<file path="src/rtl/dseq_pkg.sv">
// Package: shared definitions for the tone message encoder.
// Holds the sequencer state type, the fixed framing constants and the
// parity helper. Assumes byte-wide symbols and one parity bit per byte.
package dseq_pkg;

    typedef enum logic [1:0] {
        ST_IDLE  = 2'd0,
        ST_MSG   = 2'd1,
        ST_BURST = 2'd2
    } dseq_state_e;

    localparam int TICKS_PER_BIT  = 3;
    localparam int BITS_PER_FRAME = 9;
    localparam int BURST_TICKS    = 25;

    // Returns the ninth bit that makes a byte plus that bit odd in ones.
    function automatic logic odd_parity(input logic [7:0] b);
        return ~(^b);
    endfunction

endpackage

</file>
<file path="src/rtl/dseq_tick_gen.sv">
// Module: tick prescaler.
// Emits a one-cycle tick every TICK_CYCLES clocks while run is high.
// The count is cleared whenever run is low, so the first tick after run
// rises comes exactly TICK_CYCLES clocks later.
module dseq_tick_gen #(
    parameter int TICK_CYCLES = 2000
) (
    input  logic clk,
    input  logic rst_n,
    input  logic run,
    output logic tick
);
    localparam int CW = (TICK_CYCLES > 1) ? $clog2(TICK_CYCLES) : 1;
    localparam logic [CW-1:0] LAST = CW'(TICK_CYCLES - 1);

    logic [CW-1:0] cnt;

    // Free-running divider, held at zero while idle.
    always_ff @(posedge clk) begin
        if (!rst_n || !run) begin
            cnt <= '0;
        end else if (cnt == LAST) begin
            cnt <= '0;
        end else begin
            cnt <= cnt + 1'b1;
        end
    end

    assign tick = run && (cnt == LAST);

endmodule

</file>
<file path="src/rtl/dseq_symbol.sv">
// Module: bit-symbol shaper.
// Walks the three ticks of one bit period and produces the carrier gate:
// a 0 is two ticks on and one off, a 1 is one tick on and two off.
// Assumes bit_val stays stable for a whole period and tick comes from the
// prescaler.
module dseq_symbol (
    input  logic clk,
    input  logic rst_n,
    input  logic run,
    input  logic tick,
    input  logic bit_val,
    output logic gate,
    output logic sym_end
);
    import dseq_pkg::*;

    localparam logic [1:0] PH_LAST = 2'(TICKS_PER_BIT - 1);

    logic [1:0] phase;

    // Tick position inside the current bit period.
    always_ff @(posedge clk) begin
        if (!rst_n || !run) begin
            phase <= '0;
        end else if (tick) begin
            phase <= (phase == PH_LAST) ? 2'd0 : phase + 2'd1;
        end
    end

    assign gate    = run && ((phase == 2'd0) || ((phase == 2'd1) && !bit_val));
    assign sym_end = run && tick && (phase == PH_LAST);

endmodule

</file>
<file path="src/rtl/dseq_frame.sv">
// Module: byte and bit sequencer.
// Latches the message at load time, then presents the bits one at a time:
// eight data bits from MSB to LSB, then the odd-parity bit. Bytes go out
// from index 0 upward. Assumes load_len is at least 1 and at most MAX_BYTES.
module dseq_frame #(
    parameter int MAX_BYTES = 6,
    localparam int LEN_W  = $clog2(MAX_BYTES + 1),
    localparam int IDX_W  = (MAX_BYTES > 1) ? $clog2(MAX_BYTES) : 1,
    localparam int DATA_W = MAX_BYTES * 8
) (
    input  logic              clk,
    input  logic              rst_n,
    input  logic              load,
    input  logic [LEN_W-1:0]  load_len,
    input  logic [DATA_W-1:0] load_data,
    input  logic              sym_end,
    output logic              cur_bit,
    output logic              frame_last
);
    import dseq_pkg::*;

    localparam logic [3:0] PAR_POS = 4'(BITS_PER_FRAME - 1);

    logic [DATA_W-1:0] data_q;
    logic [7:0]        byte_arr [MAX_BYTES];
    logic [IDX_W-1:0]  byte_idx;
    logic [IDX_W-1:0]  last_idx;
    logic [IDX_W-1:0]  nxt_idx;
    logic [3:0]        bit_idx;
    logic [7:0]        shreg;
    logic              par_q;
    logic [7:0]        nxt_byte;

    // Byte view of the latched message.
    for (genvar g = 0; g < MAX_BYTES; g++) begin : g_bytes
        assign byte_arr[g] = data_q[g*8 +: 8];
    end

    assign nxt_idx  = byte_idx + 1'b1;
    assign nxt_byte = byte_arr[nxt_idx];

    // Message store, byte pointer, bit pointer and shift register.
    always_ff @(posedge clk) begin
        if (!rst_n) begin
            data_q   <= '0;
            byte_idx <= '0;
            last_idx <= '0;
            bit_idx  <= '0;
            shreg    <= '0;
            par_q    <= 1'b0;
        end else if (load) begin
            data_q   <= load_data;
            byte_idx <= '0;
            last_idx <= IDX_W'(load_len - LEN_W'(1));
            bit_idx  <= '0;
            shreg    <= load_data[7:0];
            par_q    <= odd_parity(load_data[7:0]);
        end else if (sym_end) begin
            if (bit_idx == PAR_POS) begin
                if (byte_idx != last_idx) begin
                    byte_idx <= nxt_idx;
                    shreg    <= nxt_byte;
                    par_q    <= odd_parity(nxt_byte);
                    bit_idx  <= '0;
                end
            end else begin
                shreg   <= {shreg[6:0], 1'b0};
                bit_idx <= bit_idx + 4'd1;
            end
        end
    end

    assign cur_bit    = (bit_idx == PAR_POS) ? par_q : shreg[7];
    assign frame_last = sym_end && (bit_idx == PAR_POS) && (byte_idx == last_idx);

endmodule

</file>
<file path="src/rtl/dseq_tone_encoder.sv">
// Module: top of the tone message encoder.
// Accepts a start pulse while idle and runs either a message (bytes with
// parity, three-tick symbols) or a 25-tick tone burst. It drives the
// carrier gate, the data level, busy and a one-cycle done pulse. Starts
// during a run are ignored, and inputs are sampled only at the start.
module dseq_tone_encoder #(
    parameter int TICK_CYCLES = 2000,
    parameter int MAX_BYTES   = 6,
    localparam int LEN_W  = $clog2(MAX_BYTES + 1),
    localparam int DATA_W = MAX_BYTES * 8
) (
    input  logic              clk,
    input  logic              rst_n,
    input  logic              start,
    input  logic              burst_mode,
    input  logic [LEN_W-1:0]  msg_len,
    input  logic [DATA_W-1:0] msg_data,
    output logic              carrier_en,
    output logic              data_level,
    output logic              busy,
    output logic              done
);
    import dseq_pkg::*;

    localparam logic [LEN_W-1:0] LEN_MAX    = LEN_W'(MAX_BYTES);
    localparam logic [4:0]       BURST_LAST = 5'(BURST_TICKS - 1);

    dseq_state_e      state;
    logic [4:0]       burst_cnt;
    logic             done_q;
    logic [LEN_W-1:0] eff_len;
    logic             accept;
    logic             load_msg;
    logic             tick;
    logic             sym_gate;
    logic             sym_end;
    logic             cur_bit;
    logic             frame_last;

    assign eff_len  = (msg_len > LEN_MAX) ? LEN_MAX : msg_len;
    assign accept   = (state == ST_IDLE) && start;
    assign load_msg = accept && !burst_mode && (eff_len != '0);

    dseq_tick_gen #(.TICK_CYCLES(TICK_CYCLES)) u_tick (
        .clk  (clk),
        .rst_n(rst_n),
        .run  (state != ST_IDLE),
        .tick (tick)
    );

    dseq_symbol u_sym (
        .clk    (clk),
        .rst_n  (rst_n),
        .run    (state == ST_MSG),
        .tick   (tick),
        .bit_val(cur_bit),
        .gate   (sym_gate),
        .sym_end(sym_end)
    );

    dseq_frame #(.MAX_BYTES(MAX_BYTES)) u_frame (
        .clk       (clk),
        .rst_n     (rst_n),
        .load      (load_msg),
        .load_len  (eff_len),
        .load_data (msg_data),
        .sym_end   (sym_end),
        .cur_bit   (cur_bit),
        .frame_last(frame_last)
    );

    // Run control: start acceptance, burst timing and completion pulse.
    always_ff @(posedge clk) begin
        if (!rst_n) begin
            state     <= ST_IDLE;
            burst_cnt <= '0;
            done_q    <= 1'b0;
        end else begin
            done_q <= 1'b0;
            unique case (state)
                ST_IDLE: begin
                    if (accept) begin
                        if (burst_mode) begin
                            state     <= ST_BURST;
                            burst_cnt <= '0;
                        end else if (eff_len == '0) begin
                            done_q <= 1'b1;
                        end else begin
                            state <= ST_MSG;
                        end
                    end
                end
                ST_MSG: begin
                    if (frame_last) begin
                        state  <= ST_IDLE;
                        done_q <= 1'b1;
                    end
                end
                ST_BURST: begin
                    if (tick) begin
                        if (burst_cnt == BURST_LAST) begin
                            state  <= ST_IDLE;
                            done_q <= 1'b1;
                        end else begin
                            burst_cnt <= burst_cnt + 5'd1;
                        end
                    end
                end
                default: state <= ST_IDLE;
            endcase
        end
    end

    assign busy       = (state != ST_IDLE);
    assign done       = done_q;
    assign carrier_en = (state == ST_BURST) || sym_gate;
    assign data_level = (state == ST_MSG) && cur_bit;

endmodule

</file>
<file path="config.mk">
export PLATFORM = sky130hd
export DESIGN_NAME = dseq_tone_encoder
export DESIGN_NICKNAME = d
export VERILOG_FILES = /design/src/rtl/dseq_pkg.sv /design/src/rtl/dseq_tick_gen.sv /design/src/rtl/dseq_symbol.sv /design/src/rtl/dseq_frame.sv /design/src/rtl/dseq_tone_encoder.sv
export SDC_FILE = /design/constraint.sdc
export NUM_CORES = 1
export LEC_CHECK = 0
export BUFFER_PORTS_ARGS = -buffer_cell sky130_fd_sc_hd__buf_4
export CAP_MARGIN = 10
export CORE_ASPECT_RATIO = 1.25
export CORE_MARGIN = 2
export CORE_UTILIZATION = 52
export DETAILED_ROUTE_END_ITERATION = 10
export PLACE_DENSITY = 0.87
export SKIP_LAST_GASP = 1
export SYNTH_ARGS = -nofsm -noshare
export SYNTH_HDL_FRONTEND = slang
export SYNTH_HIERARCHICAL = 1
export SYNTH_SLANG_ARGS = --single-unit
</file>
<file path="constraint.sdc">
create_clock -name clk -period 2.42 [get_ports clk]
set_clock_uncertainty 0.1 [all_clocks]
set_input_delay 0.242 -clock clk [delete_from_list [all_inputs] [get_ports clk]]
set_output_delay 0.242 -clock clk [all_outputs]
set_load 0.1 [all_outputs]
</file>
Word-level counts from Yosys, hierarchy flattened --
Cells that the tools add are included.
Word-level totals: flip-flop bits (word level) 88, input bits 55, output and inout port bits 4, word-level logic and storage cells 115
Operators by class: add/sub/neg operators 6, magnitude comparators 2, eq/ne operators 18, mux-type cells 35, bitwise operators 4, reductions and logical operators 39
Operators with widths (number):
- two-way mux 8 bit | 6
- binary-select mux 8 bit (select 3 bit) | 1
- two-way mux 5 bit | 4
- XOR reduction 8 bit | 2
- two-way mux 2 bit | 7
- inequality test 2 bit, second input constant | 6
- adder 11 x 1 -> 11 bit, second input constant | 1
- equality test 11 bit, second input constant | 1
- logical AND 1 bit | 11
- two-way mux 1 bit | 11
- case mux 5 bit (2 select lines) | 1
- AND reduction 5 bit | 2
- nonzero test 2 bit | 5
- two-way mux 4 bit | 2
- inequality test 3 bit, second input constant | 2
- case mux 2 bit (3 select lines) | 1
- AND reduction 3 bit | 2
- adder 5 x 1 -> 5 bit, second input constant | 1
- equality test 5 bit, second input constant | 1
- zero test 1 bit | 5
- adder 4 x 1 -> 4 bit, second input constant | 1
- equality test 2 x 1 -> 1 bit, second input constant | 2
- equality test 2 bit, second input constant | 2
- equality test 4 bit, second input constant | 1
- 18 further kinds | 26

Depth between registers and ports, before layout --
depth after elaboration 11, depth in mapped cells 11, gate-level depth less buffers 9

Modules after synthesis --
Netlist, hierarchy kept.
By module, submodules not included:
- dseq_frame | times used 1, cells an instance 358, area an instance 3490.8 µm², sequential area each 1341.3 µm²
- dseq_tick_gen | times used 1, cells an instance 58, area an instance 499.2 µm², sequential area each 220.2 µm²
- dseq_tone_encoder | times used 1, cells an instance 57, area an instance 488.0 µm², sequential area each 160.2 µm²
- dseq_symbol | times used 1, cells an instance 12, area an instance 103.8 µm², sequential area each 40.0 µm²

Worst setup path before layout --
OpenSTA, ideal clock, no wires.
kind reg-to-reg, start point register state[0], end point register u_frame.shreg[0], library setup time 123 ps, arrival time 2657 ps, required time 2197 ps, setup slack -459 ps, stages on the path, launching flop included 10, buffers on the path 1, clock period less this slack 2879 ps, cells stage by stage dfxtp_1 -> nor2_1 -> inv_1 -> inv_1 -> nor3_1 -> and4b_1 -> o21ai_1 -> buf_2 -> a221oi_1 -> nor2_1
On the way: cells in the longest elaborated chain, start to end 6, elaborated cells between the ends (all ways) 13, classes of those cells 2 x eq/ne; 1 x mux; 10 x reduce/logical
RTL lines:
- start, declared | line dseq_tone_encoder.sv:28 | dseq_state_e state;
- start signal, assigned | line dseq_tone_encoder.sv:75 | state <= ST_IDLE;
- start signal, assigned | line dseq_tone_encoder.sv:84 | state <= ST_BURST;
- start signal, assigned | line dseq_tone_encoder.sv:89 | state <= ST_MSG;
- nonzero test 2 bit
- named net busy | line dseq_tone_encoder.sv:20 | output logic busy,
- logical AND 1 bit | line dseq_tick_gen.sv:29 | assign tick = run && (cnt == LAST);
- named net tick | line dseq_tone_encoder.sv:34 | logic tick;
- logical AND 1 bit (2 in a row) | line dseq_symbol.sv:31 | assign sym_end = run && tick && (phase == PH_LAST);
- named net sym_end | line dseq_tone_encoder.sv:36 | logic sym_end;
- nonzero test 2 bit (no line)
- AND reduction 2 bit (no line)
- end signal, assigned | line dseq_frame.sv:56 | shreg <= load_data[7:0];
- end signal, assigned | line dseq_frame.sv:62 | shreg <= nxt_byte;
- end signal, assigned | line dseq_frame.sv:67 | shreg <= {shreg[6:0], 1'b0};
- end, declared | line dseq_frame.sv:30 | logic [7:0] shreg;
The timed path passes the listed nets, and every way through them passes these cells. A chain may end at the register's enable or synchronous reset.

Final worst setup path --
start point register u_frame.bit_idx[0], end point output port carrier_en
On the way: cells in the longest elaborated chain, start to end 7
RTL lines:
- start, declared | line dseq_frame.sv:29 | logic [3:0] bit_idx;
- start signal, assigned | line dseq_frame.sv:68 | bit_idx <= bit_idx + 4'd1;
- equality test 4 bit | line dseq_frame.sv:73 | assign cur_bit = (bit_idx == PAR_POS) ? par_q : shreg[7];
- two-way mux 1 bit | line dseq_frame.sv:73
- named net cur_bit | line dseq_tone_encoder.sv:37 | logic cur_bit;
- zero test 1 bit | line dseq_symbol.sv:30 | assign gate = run && ((phase == 2'd0) || ((phase == 2'd1) && !bit_val));
- logical AND 1 bit | line dseq_symbol.sv:30
- logical OR 1 bit | line dseq_symbol.sv:30
- logical AND 1 bit | line dseq_symbol.sv:30
- named net sym_gate | line dseq_tone_encoder.sv:35 | logic sym_gate;
- logical OR 1 bit | line dseq_tone_encoder.sv:116 | assign carrier_en = (state == ST_BURST) || sym_gate;
- end, declared | line dseq_tone_encoder.sv:18 | output logic carrier_en,
The timed path passes the listed nets, and every way through them passes these cells.

==> results.ini <==
[detailed_routing]
final_antenna_net_count=0
dr_total_vias=3746
drcViolationCount=0
vias_per_cell=5.558
drtIter0Drc=127
post_drt_wl_per_cell_microns=15.51
totalWireLength_microns=10450
first_pass_iters=5

[timing]
min_period_ns=2.417
slew_headroom=0.6863
final-setup-viol-count=0
timing.final.crit_share=0.9986
worst_slack_ns=0.003465
hold_viol_final=0
max_freq_mhz=413.8
grt_setup_unrepaired=true
tightest_slew_ns=0.4687
finalMaxSlewViolations=0

[hold_path]
min_from=msg_data[34]
hold_path.class=in2reg
whs_path_depth=3
holdPathEnd=u_frame/data_q[34]

[setup_path]
rrSetupSlack_ns=0.10
worst-path-buf-inv=2
path_class=reg2out
crit_family=flip-flops
cp_data_arrival_time_ns=2.07
crit_path_end_kind=primary output
path_cells=inv_4 > ha_4 > nand2_2 > or2_4 > mux2_4 > a211oi_2 > a21o_1 > buf_12
timing.rr.start=u_frame/byte_idx[1]
cp_slowest_cell=dfxtp_4
ff2ff_path_depth=8
worstPathRequired_ns=2.08
critPathMaxStageDelay_ns=0.37
start_kind=flop
worstReg2RegEnd=u_frame/par_q
critPathMaxFanout=4

[floorplan]
initial_utilization=0.5324
num_rows=38
die_h_microns=109.0
chipWidth_microns=87.96
io_pins=59
dieArea_sq_um=9583
coreArea_sq_um=8606

[pwr]
powerDensity_nw_per_um2=534.1
leakagePower_nw=2.008
power_w=0.002938
vdd_drop_max_uv=471.6

[cts]
root_buffer=clkbuf_8
cts_buffer_depth=2
h-tree-depth=3
cts.sinks=88
insertion_delay_ns=0.36
cts_buffers=9
cts_tree=done
clk_pin_slew_ns=0.09

[grt]
grt_pass1_wl_microns=16860
use_met3=0.03179
use_met1=0.2557
track_usage=0.2239
grt_max_degree=58
grt_pass1_vias=3698
top_usage_layer=met2
met2_usage=0.3945
antenna_found_initial=0
grt_overflow_total=0

[flow_run]
max_cap_viol_count=0

[place]
place_congestion=0.9011
placed_area_sq_um=5219
dp_slack_ns=-0.09892
port_buffers=58
dp_hpwl_microns=7607

[yosys]
synth_edf_count=0
syn_avg_cell_area_sq_um=9.447
synth_ff_type=dfxtp_1
ys_warn_count=6
syn_area_sq_um=4582
synthCells=485
ys_seq_area_frac=0.3845
ys_ff_latch=88
synth_nets=547
synth_cell_type_count=57
synth-async-reset-ratio=0

[cells_and_area]
drive_gt1_frac=0.2437
area_growth_pct=20.07
nets=611
diodes=0
design_area_sq_um=5502

[status]
status=completed

[flip-flops by register name, summed over array words and instances, names as in the netlist]
name	cells
u_sym/phase	2
u_frame/data_q	48
state	2
u_frame/bit_idx	4
u_frame/shreg	8
burst_cnt	5
u_frame/par_q	1
done	1
u_frame/byte_idx	3
u_frame/last_idx	3
u_tick/cnt	11
[final cells by class]
| class | count | area (sq um) |
|---|---|---|
| clock buffer | 9 | 123.9 |
| clock inverter | 7 | 48.80 |
| fill | 677 | 3104 |
| inverter | 14 | 61.31 |
| multi-input combinational | 353 | 2696 |
| sequential | 88 | 1773 |
| tap | 120 | 150.1 |
| timing repair buffer | 83 | 648.1 |
[repair_timing]
item                       in CTS  in global routing
setup endpoints to repair       2                 14
setup buffers                   0                  3
pin swaps                       0                 10
resized for setup               8                 19
gates cloned                    0                  0
hold buffers                    0                  0
[power breakdown]
| group | total [W] | leakage (nW) | switching (W) | internal [W] |
|---|---|---|---|---|
| registers | 0.00156 | 0.719 | 0.0000500 | 0.00151 |
| clock network | 0.000912 | 0.0772 | 0.000542 | 0.000370 |
| logic | 0.000470 | 1.21 | 0.000237 | 0.000233 |
[worst reg2reg max path, cell delays in order, from the launching register on]
cell      delay, ns
dfxtp_2        0.34
ha_4           0.30
buf_4          0.11
mux4_1         0.57
nand2_2        0.11
o211ai_1       0.11
a21o_1         0.21
a211o_1        0.29
a31oi_1        0.12
[synth_stat cells (2+ instances only)]
library cell	instances	share of area
clkbuf_1	15	0.012
a31oi_1	6	0.0082
a21oi_1	27	0.029
a41oi_1	2	0.0038
inv_1	14	0.011
o21ai_0	10	0.011
o211ai_1	3	0.0049
o211a_1	3	0.0066
nor3_1	17	0.019
a221oi_1	2	0.0038
mux4_2	7	0.034
xor2_1	14	0.027
nand4b_1	2	0.0038
nand3_1	10	0.011
nand2_1	18	0.015
nand2b_1	4	0.0055
nor2b_1	49	0.067
and3_1	5	0.0068
or3_1	2	0.0027
a311oi_1	3	0.0057
buf_6	3	0.0074
a211o_1	2	0.0038
or2_2	2	0.0027
buf_2	6	0.0066
and4b_1	2	0.0044
dfxtp_1	88	0.38
o31ai_1	2	0.0033
mux2i_1	63	0.14
xnor2_1	22	0.042
ha_1	7	0.019
a21o_1	2	0.0033
a211oi_1	8	0.013
nand4_1	4	0.0055
nor2_1	32	0.026
and2_1	2	0.0027
buf_1	5	0.0041
or4_1	2	0.0033
[metrics by stage]
stage                     utilization  cells  setup TNS (ns)  hold slack (ns)
after floorplan                     -    485               0           0.2888
after global placement         0.6064    655        -0.03232           0.3599
after detailed placement       0.6064    655        -0.09892           0.3966
after CTS                      0.6304    671        -0.04934          0.02129
after global routing           0.6393    674        -0.08076          0.03351
final                          0.6393    674               0          0.03284
[metal layers]
layer / wire length [microns] / part of all wire / vias to the layer above
met5: 0 / 0 / -
met4: 393 / 0.038 / 0
met3: 417 / 0.040 / 31
met2: 5434 / 0.52 / 99
met1: 4207 / 0.40 / 1766
li1: - / - / 1850
[cell families after synthesis]
group / Yosys count / synth area share
AOI/OAI and AO/OA: 79 / 0.1139
xor gates and xnor gates: 36 / 0.06881
adders and majority gates: 7 / 0.01911
buffers and inverters: 44 / 0.04342
DFF: 88 / 0.3845
muxes: 72 / 0.1802
and+or+nand+nor: 159 / 0.1901
[worst max path at each step]
stage	startpoint	slack, ns	cells past startpoint	endpoint
floorplan	u_tick/cnt[0]	0.02	10	u_frame/shreg[0]
global placement	u_frame/byte_idx[0]	-0.03	7	u_frame/par_q
detailed placement	u_frame/byte_idx[0]	-0.1	7	u_frame/par_q
CTS	u_frame/bit_idx[1]	-0.05	8	carrier_en
global route	u_frame/bit_idx[0]	-0.06	8	carrier_en
finish	u_frame/bit_idx[0]	0.003	8	carrier_en
[placed cells by master, fill, tap and decap left out, types with 3 or more instances in the layout]
| master | netlist | routed |
|---|---|---|
| a211oi_1 | 8 | 7 |
| a21oi_1 | 27 | 27 |
| a311oi_1 | 3 | 3 |
| a31oi_1 | 6 | 6 |
| and3_1 | 5 | 4 |
| buf_4 | 1 | 81 |
| clkbuf_8 | 0 | 9 |
| clkinvlp_4 | 0 | 5 |
| dfxtp_1 | 88 | 83 |
| dfxtp_2 | 0 | 3 |
| ha_1 | 7 | 5 |
| inv_1 | 14 | 11 |
| mux2i_1 | 63 | 63 |
| mux4_2 | 7 | 7 |
| nand2_1 | 18 | 16 |
| nand2b_1 | 4 | 4 |
| nand3_1 | 10 | 10 |
| nand4_1 | 4 | 4 |
| nor2_1 | 32 | 31 |
| nor2b_1 | 49 | 49 |
| nor3_1 | 17 | 15 |
| o211a_1 | 3 | 3 |
| o211ai_1 | 3 | 3 |
| o21ai_0 | 10 | 10 |
| xnor2_1 | 22 | 21 |
| xor2_1 | 14 | 14 |
Note: power is estimated with default switching activity, not from simulation.
